**src/rtl/seq_arb_pkg.sv**
```systemverilog
package seq_arb_pkg;
  // Upper bound on the selector width carried between control and datapath
  localparam int SEL_W = 8;

  typedef struct packed {
    logic             issue;  // a request is presented to memory
    logic             fire;   // that request is accepted this cycle
    logic [SEL_W-1:0] sel;    // index of the selected port
  } arb_strobe_t;
endpackage

```
**src/rtl/seq_arb_ctrl.sv**
```systemverilog
module seq_arb_ctrl
  import seq_arb_pkg::*;
#(
  parameter int N = 4,
  localparam int IW = (N > 1) ? $clog2(N) : 1
) (
  input  logic          clk,
  input  logic          rstN,
  input  logic [N-1:0]  reqValid,
  input  logic [N-1:0]  reqIndiv,
  input  logic          memReady,
  output arb_strobe_t   strobe,
  output logic          lockActive,
  output logic [IW-1:0] lockPort
);
  logic          locked;
  logic [IW-1:0] owner;
  logic [IW-1:0] lastPtr;
  logic          found;
  logic [IW-1:0] pick;
  logic          fire;

  // Selection: owner only while locked, else round-robin after lastPtr
  always_comb begin
    found = 1'b0;
    pick  = '0;
    if (locked) begin
      if (reqValid[owner]) begin
        found = 1'b1;
        pick  = owner;
      end
    end else begin
      for (int k = 1; k <= N; k++) begin
        if (!found && reqValid[(int'(lastPtr) + k) % N]) begin
          found = 1'b1;
          pick  = IW'((int'(lastPtr) + k) % N);
        end
      end
    end
  end

  assign fire         = found && memReady;
  assign strobe.issue = found;
  assign strobe.fire  = fire;
  assign strobe.sel   = SEL_W'(pick);

  always_ff @(posedge clk) begin
    if (!rstN) begin
      locked  <= 1'b0;
      owner   <= '0;
      lastPtr <= IW'(N - 1);
    end else if (fire) begin
      lastPtr <= pick;
      owner   <= pick;
      locked  <= reqIndiv[pick];
    end
  end

  assign lockActive = locked;
  assign lockPort   = owner;


  lock_on_chk: assert property (@(posedge clk) disable iff (!rstN)
    (fire && reqIndiv[pick]) |=> (lockActive && lockPort == $past(pick)));


  lock_release_chk: assert property (@(posedge clk) disable iff (!rstN)
    (fire && !reqIndiv[pick]) |=> !lockActive);


  stall_hold_chk: assert property (@(posedge clk) disable iff (!rstN)
    (!memReady) |=> ($stable(lockActive) && $stable(lockPort)));
endmodule

```
**src/rtl/seq_arb_dp.sv**
```systemverilog
module seq_arb_dp
  import seq_arb_pkg::*;
#(
  parameter int N      = 4,
  parameter int ADDR_W = 8,
  parameter int DATA_W = 16
) (
  input  logic                clk,
  input  logic                rstN,
  input  arb_strobe_t         strobe,
  input  logic [N-1:0]        reqValid,
  input  logic [N-1:0]        reqWrite,
  input  logic [N*ADDR_W-1:0] reqAddr,
  input  logic [N*DATA_W-1:0] reqWdata,
  input  logic                memReady,
  input  logic [DATA_W-1:0]   memRdata,
  output logic [N-1:0]        reqReady,
  output logic [N-1:0]        rspValid,
  output logic [DATA_W-1:0]   rspData,
  output logic                memReq,
  output logic                memWrite,
  output logic [ADDR_W-1:0]   memAddr,
  output logic [DATA_W-1:0]   memWdata
);
  // Route the selected port's fields to memory
  always_comb begin
    memAddr  = '0;
    memWdata = '0;
    memWrite = 1'b0;
    reqReady = '0;
    for (int i = 0; i < N; i++) begin
      if (strobe.sel == SEL_W'(i)) begin
        memAddr     = reqAddr[i*ADDR_W +: ADDR_W];
        memWdata    = reqWdata[i*DATA_W +: DATA_W];
        memWrite    = reqWrite[i];
        reqReady[i] = strobe.fire;
      end
    end
  end

  assign memReq = strobe.issue;

  // Response strobe: one cycle after an accepted read, to that port
  always_ff @(posedge clk) begin
    if (!rstN) rspValid <= '0;
    else       rspValid <= (strobe.fire && !memWrite) ? reqReady : '0;
  end

  assign rspData = memRdata;


  one_grant_chk: assert property (@(posedge clk) disable iff (!rstN)
    $onehot0(reqReady));


  grant_legal_chk: assert property (@(posedge clk) disable iff (!rstN)
    (|reqReady) |-> (memReady && ((reqValid & reqReady) == reqReady)));


  rsp_follows_read_chk: assert property (@(posedge clk) disable iff (!rstN)
    (|rspValid) |-> ($past(|reqReady && !memWrite) && rspValid == $past(reqReady)));
endmodule

```
**src/rtl/seq_lock_arbiter.sv**
```systemverilog
module seq_lock_arbiter
  import seq_arb_pkg::*;
#(
  parameter int N      = 4,
  parameter int ADDR_W = 8,
  parameter int DATA_W = 16,
  localparam int IW = (N > 1) ? $clog2(N) : 1
) (
  input  logic                clk,
  input  logic                rstN,
  input  logic [N-1:0]        reqValid,
  input  logic [N-1:0]        reqWrite,
  input  logic [N-1:0]        reqIndiv,
  input  logic [N*ADDR_W-1:0] reqAddr,
  input  logic [N*DATA_W-1:0] reqWdata,
  output logic [N-1:0]        reqReady,
  output logic [N-1:0]        rspValid,
  output logic [DATA_W-1:0]   rspData,
  output logic                memReq,
  output logic                memWrite,
  output logic [ADDR_W-1:0]   memAddr,
  output logic [DATA_W-1:0]   memWdata,
  input  logic                memReady,
  input  logic [DATA_W-1:0]   memRdata,
  output logic                lockActive,
  output logic [IW-1:0]       lockPort
);
  arb_strobe_t strobe;

  seq_arb_ctrl #(.N(N)) u_ctrl (
    .clk        (clk),
    .rstN       (rstN),
    .reqValid   (reqValid),
    .reqIndiv   (reqIndiv),
    .memReady   (memReady),
    .strobe     (strobe),
    .lockActive (lockActive),
    .lockPort   (lockPort)
  );

  seq_arb_dp #(.N(N), .ADDR_W(ADDR_W), .DATA_W(DATA_W)) u_dp (
    .clk      (clk),
    .rstN     (rstN),
    .strobe   (strobe),
    .reqValid (reqValid),
    .reqWrite (reqWrite),
    .reqAddr  (reqAddr),
    .reqWdata (reqWdata),
    .memReady (memReady),
    .memRdata (memRdata),
    .reqReady (reqReady),
    .rspValid (rspValid),
    .rspData  (rspData),
    .memReq   (memReq),
    .memWrite (memWrite),
    .memAddr  (memAddr),
    .memWdata (memWdata)
  );


  owner_only_chk: assert property (@(posedge clk) disable iff (!rstN)
    lockActive |-> ((reqReady & ~(N'(1) << lockPort)) == '0));
endmodule

```
**config.mk**
```make
export PLATFORM = sky130hd
export DESIGN_NAME = seq_lock_arbiter
export DESIGN_NICKNAME = d
export VERILOG_FILES = /design/src/rtl/seq_arb_pkg.sv /design/src/rtl/seq_arb_ctrl.sv /design/src/rtl/seq_arb_dp.sv /design/src/rtl/seq_lock_arbiter.sv
export SDC_FILE = /design/constraint.sdc
export NUM_CORES = 1
export LEC_CHECK = 0
export BUFFER_PORTS_ARGS = -buffer_cell sky130_fd_sc_hd__buf_4
export CAP_MARGIN = 15
export CORE_MARGIN = 2
export CORE_UTILIZATION = 34
export DETAILED_ROUTE_END_ITERATION = 8
export HOLD_SLACK_MARGIN = 0.1
export PLACE_DENSITY = 0.9
export SLEW_MARGIN = 20
export SYNTH_ARGS = -nofsm -noshare
export SYNTH_HDL_FRONTEND = slang
export SYNTH_SLANG_ARGS = --single-unit
export TNS_END_PERCENT = 20
```
**constraint.sdc**
```tcl
create_clock -name clk -period 3.2 [get_ports clk]
set_input_delay 0.64 -clock clk [delete_from_list [all_inputs] [get_ports clk]]
set_output_delay 0.64 -clock clk [all_outputs]
set_load 0.05 [all_outputs]
```
==> run summary <==
Core area -> 0.00432 sq mm
Startpoint types -> primary input
Async SR Flop Fraction -> 0%
Most used DFF post-synth -> dfxtp_1
FF-to-FF End -> u_ctrl.lockActive
Tcrit/Tclk final -> 95.3%
RR Startpoint -> u_ctrl.lockActive
Worst path max stage delay -> 0.39 ns
Area added between synthesis and finish -> 78.6%
Post_cts resized -> 0
Number of remaining DRC errors -> 0
Drt first pass iters -> 4
Mapped Avg Cell Area -> 9.02 sq um
CTS tree -> yes
Setup crit end kind -> output port
Number of global-route vias before repair -> 1811
Flops & latches, synth -> 9
Post-Synth Adder-Cell Area -> 0%
Die area -> 0.00501 sq mm
Clock latency on the worst-skew pair -> 0.23 ns
Achievable Freq -> 328 MHz
Clk buf depth -> 2
Avg WL per Cell -> 16.1 um
Cell taking the most area after synthesis -> mux2i_1
Post-route ant nets -> 0
Number of cell rows -> 24
Mapped Nets -> 295
Syn Std Cell Area -> 0.00152 sq mm
Unrepaired setup endpoints after global routing -> false
Largest net degree at the start of global routing -> 41
Post-route cell area -> 0.00271 sq mm
Fin Setup TNS -> 0 ns
Placed inst area -> 0.00266 sq mm
Worst Hold Path EP -> u_ctrl.lockPort[1]
Most used cell, CP -> buf_4
Largest family of logic cells by synthesized area -> multiplexers
Global-route wire length before repair -> 8.58 mm
Cell chain of the critical path -> buf_4 > or3b_1 > a21o_1 > a311o_2 > buf_4 > mux2i_2 > buf_4
Synth Area in XOR/XNOR -> 0%
Final Util -> 62.6%
Cells after Synth -> 168
Leak -> 0.00142 uW
Iter 0 DRT Violations -> 81
Critical Path Fanout Max -> 17
Final Hold Viols -> 0
Post-synth cell types -> 34
PD cells -> 727 mW/mm^2
Final worst-path setup slack -> 0.151 ns
DR vias -> 1776
Reg2Reg Depth -> 7
Number of synthesized flops with an enable pin -> 0
CTS Buf Count -> 3
Critical Path RT -> 2.56 ns
# setup viols final -> 0
Starting Density -> 35.0%
Final clock skew -> 0.00201 ns
Multiplexer share of the synthesized area -> 54.5%
Min-delay src -> u_ctrl.lockPort[1]
Synth Area in Simple Gates -> 11.7%
Initial antenna violation count -> 0
Compound-gate portion of the synthesized area -> 7.76%
Most numerous cell in the Yosys netlist -> mux2i_1
Status -> finished clean
Crit path kind -> primary input to output port
Clock Pin Slew Worst Setup and Hold Paths -> 0.04 ns
I/O pin count -> 180
Delay-heaviest family, CP -> buffers and inverters
Slew margin rel. -> 74.7%
Seq/Total Area, Yosys -> 11.9%
HP Class -> flop to flop
Post-CTS setup buffers -> 0
Worst R2R Setup Slack -> 0.96 ns
Hold-fix buffers, CTS -> 0
Filler instances -> 365
Ant. Diodes -> 0
Largest cells by area after synthesis -> mux2i_1, dfxtp_1, buf_4
Yosys top cell area share -> 51.5%
Root buf cell -> clkbuf_8
Height of the die -> 70.8 um
Final WL -> 5.61 mm
Total number of yosys warnings -> 0
Global-route usage over all layers -> 21.0%
Worst slew pin tran -> 0.378 ns
Slowest CP cell -> a311o_2
H-Tree Depth -> 1
Port bufs -> 147
Placer Congestion -> 0.784
Final min period -> 3.05 ns
Post-synth top cells -> mux2i_1, buf_4, dfxtp_1, nor2_1
Share of layout cells above drive strength 1 -> 62.3%
Min Hold Slack -> 0.554 ns
Vias/cell -> 5.09
Layout Nets -> 425
Buf+Inv Stages, Crit Path -> 3
Placement Setup Slack -> 0.161 ns
Die W -> 70.8 um
Total congestion overflow -> 0
Dpl hpwl -> 4.83 mm
WP data arrival -> 2.41 ns
Clk sink count -> 9
Worst VDD drop -> 0.000459 V
Hold Path Cell Cnt -> 2
Max_cap viols -> 0
Max-slew violation count -> 0
logic make-up after synthesis:
| kind of cell | Yosys count |
|---|---|
| muxes | 81 |
| and+or+nand+nor | 31 |
| buffers and inverters | 31 |
| AOI/OAI and AO/OA | 16 |
| DFF | 9 |
worst reg2reg max path: cells and delay by family (launching register included):
kind,cells,cell delay [ns]
simple gates,1,0.54
buf+inv,2,0.51
compound gates,3,0.45
flops,1,0.40
mux,1,0.21
metal layers:
layer  up-vias  routed length (um)  track usage, %
met1       818                2040            24.0
met5         -                   0               0
met4         0                 104            6.08
met3        10                 419            5.13
met2        84                3050            38.7
li1        864                   -               -
power breakdown:
| group | total (uW) | switching (uW) | leakage, uW | internal, uW |
|---|---|---|---|---|
| Combinational | 1690 | 1010 | 0.00132 | 677 |
| Clock | 130 | 43.3 | 0.0000228 | 86.7 |
| Sequential | 149 | 21.9 | 0.0000737 | 127 |
cells in the final DEF (no fill, tap or decap), drive strengths merged:
cell	count
a21bo	1
a21boi	1
a21o	1
a21oi	4
a311o	1
a41oi	1
and2	2
and3	1
buf	152
clkbuf	4
dfxtp	9
inv	4
mux2	2
mux2i	78
mux4	1
nand2	3
nand2b	4
nand3	1
nand3b	2
nor2	6
nor2b	2
nor3	4
o211ai	1
o21ai	3
o221ai	1
o22ai	1
o41ai	1
or2	1
or3b	3
or4	2
how the worst max path moves through the flow:
stage                     depth (start not counted)  slack (ns)         from           end
after floorplan                                   8       -0.08  reqValid[1]   memWdata[3]
after global placement                            8        0.19  reqValid[0]   memWdata[9]
after detailed placement                          7        0.16  reqValid[1]   memWdata[8]
after CTS                                         7        0.15  reqValid[1]   memWdata[8]
after global routing                              8        0.07  reqValid[0]   memWdata[9]
final                                             7        0.15  reqValid[1]  memWdata[10]
layout make-up:
cell class              count  area, sq um  share of cell area, %
inverters                   4         15.0                  0.555
repair buffers            152         1150                   42.6
flip-flops and latches      9          180                   6.66
clock buffers               4         45.0                   1.66
multi-input cells         128         1250                   46.1
well taps                  52         65.1                   2.40
state kept, by name, indices dropped and copies added, names as in the netlist:
name and flops:
u_ctrl.lockActive 1, u_ctrl.lastPtr 2, u_ctrl.lockPort 2, u_dp.rspValid 4
through the flow:
step	power, uW	std cells
2_1_floorplan	1460	168
3_3_place_gp	1820	345
3_5_place_dp	1840	345
4_1_cts	1980	349
5_1_grt	2050	349
6_report	1970	349
Note: power is estimated with default switching activity, not from simulation.
